$ cat config.mk
export PLATFORM = sky130hd
export DESIGN_NAME = frac_timer
export DESIGN_NICKNAME = d
export VERILOG_FILES = /design/src/rtl/frac_timer_pkg.sv /design/src/rtl/frac_timer_rate.sv /design/src/rtl/frac_timer_count.sv /design/src/rtl/frac_timer_regs.sv /design/src/rtl/frac_timer.sv
export SDC_FILE = /design/constraint.sdc
export NUM_CORES = 1
export LEC_CHECK = 0
export ABC_AREA = 0
export BUFFER_PORTS_ARGS = -buffer_cell sky130_fd_sc_hd__buf_4
export CAP_MARGIN = 20
export CORE_MARGIN = 3
export CORE_UTILIZATION = 30
export DETAILED_ROUTE_END_ITERATION = 7
export SKIP_LAST_GASP = 1
export SYNTH_ARGS = -nofsm -noshare
export SYNTH_HDL_FRONTEND = slang
export SYNTH_SLANG_ARGS = --single-unit
$ cat constraint.sdc
create_clock -name clk -period 8 [get_ports clk]
set_input_delay 0.8 -clock clk [delete_from_list [all_inputs] [get_ports clk]]
set_output_delay 0.8 -clock clk [all_outputs]
set_load 0.03 [all_outputs]
$ cat src/rtl/frac_timer_pkg.sv
package frac_timer_pkg;

    localparam logic [11:0] OFS_STAT = 12'h100;
    localparam logic [11:0] OFS_IEN  = 12'h140;
    localparam logic [11:0] OFS_NUM  = 12'h200;
    localparam logic [11:0] OFS_DEN  = 12'h210;
    localparam logic [11:0] OFS_TLO  = 12'h400;
    localparam logic [11:0] OFS_THI  = 12'h410;
    localparam logic [11:0] OFS_ALRM = 12'h420;

    typedef enum logic [1:0] {
        RATE_RESTART = 2'd0,
        RATE_RUN     = 2'd1,
        RATE_HALT    = 2'd2
    } rate_state_e;

endpackage

$ cat src/rtl/frac_timer_rate.sv
module frac_timer_rate
    import frac_timer_pkg::*;
#(
    parameter int RATIO_W = 16
) (
    input  logic               clk,
    input  logic               rst,
    input  logic               restart,
    input  logic [RATIO_W-1:0] num,
    input  logic [RATIO_W-1:0] den,
    output logic               tick
);
    localparam int SUM_W = RATIO_W + 1;

    rate_state_e        state_q, state_d;
    logic [RATIO_W-1:0] acc_q, acc_d;
    logic [SUM_W-1:0]   sum;
    logic               ratio_ok;

    assign ratio_ok = (num != '0) && (den != '0);
    assign sum      = {1'b0, acc_q} + {1'b0, den};

    // state register
    always_ff @(posedge clk) begin
        if (rst) begin
            state_q <= RATE_RESTART;
            acc_q   <= '0;
        end else begin
            state_q <= state_d;
            acc_q   <= acc_d;
        end
    end

    // next state and outputs
    always_comb begin
        state_d = state_q;
        acc_d   = acc_q;
        tick    = 1'b0;
        unique case (state_q)
            RATE_RESTART: begin
                acc_d   = '0;
                state_d = ratio_ok ? RATE_RUN : RATE_HALT;
            end
            RATE_RUN: begin
                if (sum >= {1'b0, num}) begin
                    tick = 1'b1;
                    if (den >= num) acc_d = '0;
                    else            acc_d = RATIO_W'(sum - {1'b0, num});
                end else begin
                    acc_d = sum[RATIO_W-1:0];
                end
            end
            RATE_HALT: begin
                acc_d = '0;
            end
            default: begin
                acc_d   = '0;
                state_d = RATE_RESTART;
            end
        endcase
        if (restart) begin
            state_d = RATE_RESTART;
            acc_d   = '0;
        end
    end

endmodule

$ cat src/rtl/frac_timer_count.sv
module frac_timer_count #(
    parameter longint unsigned TICK_STEP = 64'd32
) (
    input  logic        clk,
    input  logic        rst,
    input  logic        tick,
    input  logic [31:0] alarm,
    output logic [63:0] time_q,
    output logic        hit
);
    logic [31:0] gap;

    always_ff @(posedge clk) begin
        if (rst)       time_q <= '0;
        else if (tick) time_q <= time_q + TICK_STEP;
    end

    // distance from current low word forward to the alarm value
    assign gap = alarm - time_q[31:0];
    assign hit = tick && (gap != 32'd0) && ({32'd0, gap} <= TICK_STEP);

endmodule

$ cat src/rtl/frac_timer_regs.sv
module frac_timer_regs
    import frac_timer_pkg::*;
#(
    parameter int ADDR_W  = 12,
    parameter int RATIO_W = 16
) (
    input  logic               clk,
    input  logic               rst,
    input  logic               we,
    input  logic [ADDR_W-1:0]  addr,
    input  logic [31:0]        wdata,
    input  logic [63:0]        time_q,
    input  logic               hit,
    output logic [31:0]        rdata,
    output logic               irq,
    output logic               restart,
    output logic [RATIO_W-1:0] num_q,
    output logic [RATIO_W-1:0] den_q,
    output logic [31:0]        alarm_q,
    output logic               en_q,
    output logic               stat_q
);
    logic sel_stat, sel_ien, sel_num, sel_den, sel_alrm;

    assign sel_stat = addr == ADDR_W'(OFS_STAT);
    assign sel_ien  = addr == ADDR_W'(OFS_IEN);
    assign sel_num  = addr == ADDR_W'(OFS_NUM);
    assign sel_den  = addr == ADDR_W'(OFS_DEN);
    assign sel_alrm = addr == ADDR_W'(OFS_ALRM);

    assign restart = we && (sel_num || sel_den);

    always_ff @(posedge clk) begin
        if (rst) begin
            num_q   <= RATIO_W'(1);
            den_q   <= RATIO_W'(1);
            alarm_q <= '0;
            en_q    <= 1'b0;
            stat_q  <= 1'b0;
        end else begin
            if (we && sel_num)  num_q   <= wdata[RATIO_W-1:0];
            if (we && sel_den)  den_q   <= wdata[RATIO_W-1:0];
            if (we && sel_alrm) alarm_q <= wdata;
            if (we && sel_ien)  en_q    <= wdata[0];
            if (hit && en_q)                        stat_q <= 1'b1;
            else if (we && sel_stat && wdata[0])    stat_q <= 1'b0;
        end
    end

    always_comb begin
        rdata = '0;
        if      (sel_stat)                     rdata = {31'd0, stat_q};
        else if (sel_ien)                      rdata = {31'd0, en_q};
        else if (sel_num)                      rdata = 32'(num_q);
        else if (sel_den)                      rdata = 32'(den_q);
        else if (addr == ADDR_W'(OFS_TLO))     rdata = time_q[31:0];
        else if (addr == ADDR_W'(OFS_THI))     rdata = time_q[63:32];
        else if (sel_alrm)                     rdata = alarm_q;
    end

    assign irq = stat_q & en_q;

endmodule

$ cat src/rtl/frac_timer.sv
module frac_timer #(
    parameter int              ADDR_W    = 12,
    parameter int              RATIO_W   = 16,
    parameter longint unsigned TICK_STEP = 64'd32
) (
    input  logic              clk,
    input  logic              rst,
    input  logic              reg_we,
    input  logic [ADDR_W-1:0] reg_addr,
    input  logic [31:0]       reg_wdata,
    output logic [31:0]       reg_rdata,
    output logic              irq
);
    logic               tick, hit, restart, en_q, stat_q;
    logic [RATIO_W-1:0] num_q, den_q;
    logic [31:0]        alarm_q;
    logic [63:0]        time_q;

    frac_timer_rate #(.RATIO_W(RATIO_W)) u_rate (
        .clk(clk), .rst(rst), .restart(restart),
        .num(num_q), .den(den_q), .tick(tick)
    );

    frac_timer_count #(.TICK_STEP(TICK_STEP)) u_count (
        .clk(clk), .rst(rst), .tick(tick), .alarm(alarm_q),
        .time_q(time_q), .hit(hit)
    );

    frac_timer_regs #(.ADDR_W(ADDR_W), .RATIO_W(RATIO_W)) u_regs (
        .clk(clk), .rst(rst), .we(reg_we), .addr(reg_addr), .wdata(reg_wdata),
        .time_q(time_q), .hit(hit), .rdata(reg_rdata), .irq(irq),
        .restart(restart), .num_q(num_q), .den_q(den_q), .alarm_q(alarm_q),
        .en_q(en_q), .stat_q(stat_q)
    );

endmodule

; ---- Word level (Yosys, flattened, before mapping)
; Index checks and enable logic that the tools add are counted.
[totals]
ff_bits = 148
in_bits = 47
output_inout_bits = 33
word_cells = 61
[classes]
add_sub_neg = 4
order_cmp = 3
n_eq_ne = 9
mux = 15
bitwise_logic = 2
n_reduce_logical = 20
[op_table]
columns = operator, n
row1 = 32-bit two-way mux, 7
row2 = "64-bit by 6-bit adder with 64-bit output, second input constant", 1
row3 = "12-bit by 11-bit equality test with 1-bit output, second input constant", 3
row4 = "32-bit by 6-bit less-or-equal comparator with 1-bit output, second input constant", 1
row5 = 16-bit two-way mux, 2
row6 = 16-bit nonzero test, 2
row7 = 32-bit nonzero test, 1
row8 = 32-bit subtractor, 1
row9 = "12-bit by 10-bit equality test with 1-bit output, second input constant", 2
row10 = "12-bit by 9-bit equality test with 1-bit output, second input constant", 2
row11 = 16-bit by 16-bit adder with 17-bit output, 1
row12 = 17-bit by 16-bit >= comparator with 1-bit output, 1
row13 = 16-bit >= comparator, 1
row14 = 16-bit subtractor, 1
row15 = 1-bit logical AND, 11
row16 = 1-bit two-way mux, 4
row17 = 2-bit one-hot mux with 2 select lines, 1
row18 = 2-bit OR reduction, 2
row19 = 3-bit OR reduction, 1
row20 = "2-bit by 1-bit equality test with 1-bit output, second input constant", 1
row21 = "2-bit equality test, second input constant", 1
row22 = 2-bit zero test, 1
row23 = 2-bit two-way mux, 1
row24 = 2-bit nonzero test, 1
row25 = 3 further kinds, 3

; ---- Logic depth before layout (Yosys ltp)
[logic_depth]
word_depth = 8
ltp_mapped = 22
depth_no_buf = 21

; ---- By module
; From an unflattened synthesis, not the netlist that was laid out.
[hier_totals]
cells_unflattened = 1295
hier_area_um2 = 10644.0
[modules_own_cells]
columns = mod, n_inst, cells_per_inst, area_each_um2, seq_area_each_um2
row1 = frac_timer_count, 1, 535, 4187.8, 1181.1
row2 = frac_timer_regs, 1, 424, 3803.6, 1321.3
row3 = frac_timer_rate, 1, 336, 2652.5, 360.3

; ---- Least setup slack after synthesis
; Ideal clock, no wire load.
[synth_path]
path_type = reg2reg
startpoint = reg u_regs.den_q[0]
endpoint = reg u_count.time_q[41]
setup_time_ns = 0.128
t_arrival_ns = 4.210
setup_slack_ns = 3.662
path_stages_with_launch = 20
period_less_slack_ns = 4.338
path_cell_list = dfxtp_1 ha_1 fa_1 a211oi_1 o21ai_1 nor4b_1 o21ai_0 nand2_1 xor2_1 ha_1 a21o_1 a31o_2 a211o_1 o311a_1 o2111ai_2 nor2_1 buf_2 nand4_1 xor2_1 nor2_1
[synth_via]
elab_chain_cells = 4
[synth_rtl]
columns = element, line_no
row1 = "start, declared", frac_timer_regs.sv:18  ; output logic [RATIO_W-1:0] den_q,
row2 = "start signal, assigned", frac_timer_regs.sv:42  ; if (we && sel_den) den_q <= wdata[RATIO_W-1:0];
row3 = 16-bit by 16-bit adder with 17-bit output, frac_timer_rate.sv:21  ; assign sum = {1'b0, acc_q} + {1'b0, den};
row4 = 17-bit by 16-bit >= comparator with 1-bit output, frac_timer_rate.sv:45  ; if (sum >= {1'b0, num}) begin
row5 = 1-bit two-way mux, frac_timer_rate.sv:45
row6 = 1-bit two-way mux, frac_timer_rate.sv:39  ; unique case (state_q)
row7 = "end signal, assigned", frac_timer_count.sv:15  ; else if (tick) time_q <= time_q + TICK_STEP;
row8 = "end, declared", frac_timer_count.sv:8  ; output logic [63:0] time_q,
; No other way between the ends.
; A chain may end at the register's enable or synchronous reset.

; ---- Worst setup path after layout
[layout_path]
startpoint = reg u_regs.den_q[0]
endpoint = reg u_count.time_q[45]
; The elaborated chain is that of the path after synthesis.

==> results.py <==
metrics = {
    "synth": {
        "synth_compound_area_frac": 0.211,
        "ys_seq_area_frac": 0.292,
        "syn_avg_cell_area_um2": 7.51,
        "synth_xor_area_frac": 0.0769,
        "synthArstFlopShare": 0,
        "synthesis.nets": 1431,
        "synthSimpleGateAreaFrac": 0.255,
        "ys_ff_latch": 143,
        "ys.flop_type": "dfxtp_1",
        "synth_edf_count": 0,
        "synthMuxAreaShare": 0.00319,
        "synth_cell_type_count": 76,
        "yosys.area_share.adder": 0.104,
        "netlist_instances": 1304,
        "ys_warn_count": 0,
        "synth_top_family_by_area": "simple AND/OR/NAND/NOR gates",
        "synth_area_mm2": 0.00980,
    },
    "floorplanning": {
        "rows": 65,
        "core-area_mm2": 0.0319,
        "die_w_um": 187,
        "die_area_mm2": 0.0349,
        "die_h_um": 187,
        "start_util": 0.307,
        "pin_count": 80,
    },
    "power_and_ir_drop": {
        "p_int_uw": 1260,
        "p_sw_frac": 0.259,
        "switching_power_uw": 438,
        "clkPwrFrac": 0.491,
        "p_leak_uw": 0.00462,
        "combPwrFrac": 0.086,
        "p_per_area_mw_per_mm2": 149,
        "seqPwrFrac": 0.423,
        "ir_drop_mv": 0.144,
    },
    "timing": {
        "tightest_slew_ns": 0.927,
        "fin_worst_skew_ns": 0.0124,
        "finalCritPeriodShare": 0.681,
        "maxSlewViolCount": 0,
        "max_freq_mhz": 184,
        "min_period_ns": 5.45,
        "setup_violations": 0,
        "max-slew-margin-rel": 0.380,
        "finalHoldViolCount": 0,
        "fin_setup_tns_ns": 0,
        "rsz0062_at_grt": "no",
    },
    "global_route": {
        "antenna_found_initial": 0,
        "grt_pass1_wl_um": 50400,
        "track_usage": 0.178,
        "grt-ovfl-total": 0,
        "grt_max_degree": 64,
        "first_global_vias": 9233,
    },
    "worst_setup_path": {
        "startpoint_type": "flip-flop",
        "cp_slowest_cell": "nor2_1",
        "cpLargestDelayFamily": "compound AO/OA/AOI/OAI gates",
        "end_kind": "flip-flop",
        "path_buf_inv": 0,
        "cp.required_ns": 8.28,
        "max_stage_delay_ns": 0.79,
        "crit_fanout": 11,
        "crit_path_cell_trace": "ha_1, fa_1, a211oi_1, o21ai_1, nor4b_1, o21ai_0, nand2_1, a21o_1, a21oi_1, xnor2_1, ha_1, nand3_1, nor3_1, and2_1, a211oi_1, o21ai_1, o2111ai_2, nor2_1, nand3_1, xor2_1, nor2_1",
        "cp.arrival_ns": 5.73,
        "timing_worst_setup_path_type": "flip-flop to flip-flop",
    },
    "layout": {
        "fin_util": 0.357,
        "nets": 1483,
        "layout_commonest_cell": "nand2_1",
        "area_growth_syn_to_layout_pct": 16.3,
        "fillers": 3410,
        "drive_above_1_share": 0.108,
        "most-common-layout-cells": "nand2_1, dfxtp_1, a21oi_1, nor2_1, buf_4",
        "antenna_cells": 0,
    },
    "placement": {
        "gp_congestion": 0.906,
        "dpl.hpwl_um": 24100,
        "portBuffers": 79,
    },
    "clock_tree": {
        "cts.root.buffer_cell": "clkbuf_16",
        "clock_path_buffers": 2,
        "cts_tree": "built",
        "cts_max_level": 4,
        "clk_pin_slew_ns": 0.07,
        "postCtsSetupBuffers": 0,
        "clk_latency_ns": 0.43,
        "cts-buffers-inserted": 17,
        "cts.repair.resized": 0,
        "clkSinkCount": 143,
        "holdBufCountCts": 0,
    },
    "routing": {
        "drt-wirelength-per-cell_um": 17.6,
        "drtIter0Drc": 917,
        "drc_errors": 0,
        "vias_per_cell": 5.36,
        "route.antenna.remaining_nets": 0,
        "dr.pass1.iters": 7,
        "totalWireLength_um": 31700,
        "routed-via-count": 9672,
    },
    "worst_hold_path": {
        "hp-class": "flip-flop to flip-flop",
    },
    "flow_run": {
        "maxCapViolCount": 0,
    },
    "status": {
        "status": "complete, no violations",
    },
}
==> registers in the layout, indices dropped and copies added (netlist names) <==
| name | count |
|---|---|
| u_rate.acc_q | 16 |
| u_rate.state_q | 2 |
| u_regs.en_q | 1 |
| u_count.time_q | 59 |
| u_regs.stat_q | 1 |
| u_regs.den_q | 16 |
| u_regs.num_q | 16 |
| u_regs.alarm_q | 32 |
==> through the flow <==
| step | instances | area, um2 | hold slack [ns] | total power, uW | setup slack [ns] |
|---|---|---|---|---|---|
| floorplan | 1304 | 9800 | 0.444 | 826 | 3.66 |
| CTS | 1804 | 11400 | 0.475 | 1700 | 2.62 |
| global route | 1804 | 11400 | 0.497 | 1750 | 2.14 |
| global placement | 1772 | 10800 | 0.458 | 876 | 2.81 |
| detailed placement | 1772 | 10800 | 0.466 | 876 | 2.69 |
| finish | 1804 | 11400 | 0.472 | 1690 | 2.55 |
==> synthesized netlist by cell type (5+ instances only) <==
cell	count	area share
o21ai_0	38	0.019
or3_1	10	0.0064
inv_1	85	0.033
xor2_1	33	0.030
buf_2	6	0.0031
a21oi_1	126	0.064
nor4_1	16	0.010
a31oi_1	5	0.0032
nand4_1	19	0.012
xnor2_1	53	0.047
and3_1	13	0.0083
a22oi_1	7	0.0054
o2111ai_1	5	0.0045
o21a_1	5	0.0038
o21bai_1	8	0.0061
a222oi_1	29	0.030
nand2b_1	8	0.0051
and2_1	6	0.0038
nor3_1	31	0.016
dfxtp_1	143	0.29
nand3_1	54	0.028
and4_1	6	0.0054
nand2_1	236	0.090
nor2b_1	10	0.0064
clkbuf_1	45	0.017
ha_1	77	0.098
a211oi_1	11	0.0084
or2_2	5	0.0032
a21o_1	27	0.021
nor2_1	104	0.040
==> layer usage <==
| layer | wire, um | track usage | up-vias |
|---|---|---|---|
| met5 | 0 | 0 | - |
| met4 | 573 | 0.0459 | 0 |
| li1 | - | - | 4727 |
| met3 | 1890 | 0.0299 | 33 |
| met1 | 14400 | 0.240 | 4591 |
| met2 | 14900 | 0.296 | 321 |
==> logic make-up after synthesis <==
kind of cell / after synthesis
flops: 143
mux: 3
fa+ha+maj: 80
simple gates: 540
buf+inv: 141
xor+xnor: 86
compound gates: 311
==> power groups by stage <==
stage,Clock [uW],Sequential [uW],Combinational (uW)
after floorplan,0,732,93.7
after global placement,0,732,144
after detailed placement,0,733,144
after CTS,840,716,145
after global routing,870,716,160
final,831,716,146
==> path summary, 6_finish.rpt <==
path	startpoint	to	slack (ns)	depth (start not counted)
max	u_regs.den_q[0]	u_count.time_q[45]	2.55	21
min	u_regs.alarm_q[1]	u_regs.alarm_q[1]	0.47	2
max reg2reg	u_regs.den_q[0]	u_count.time_q[45]	2.55	21
min reg2reg	u_regs.alarm_q[1]	u_regs.alarm_q[1]	0.47	2
==> cell type report <==
type	count	area [um2]	share of cell area
Sequential cell	143	2860	0.251
Clock buffer	18	439	0.0385
Multi-Input combinational cell	1020	6390	0.561
Clock inverter	14	170	0.0149
Inverter	85	319	0.0280
Tap cell	435	544	0.0478
Timing Repair Buffer	89	668	0.0586
==> tightest hold or removal path, cell delays in order (launching register included) <==
cell and delay (ns):
dfxtp_1 0.32, nand2_1 0.06, a21oi_1 0.05
(Power assumes the default switching activity.)
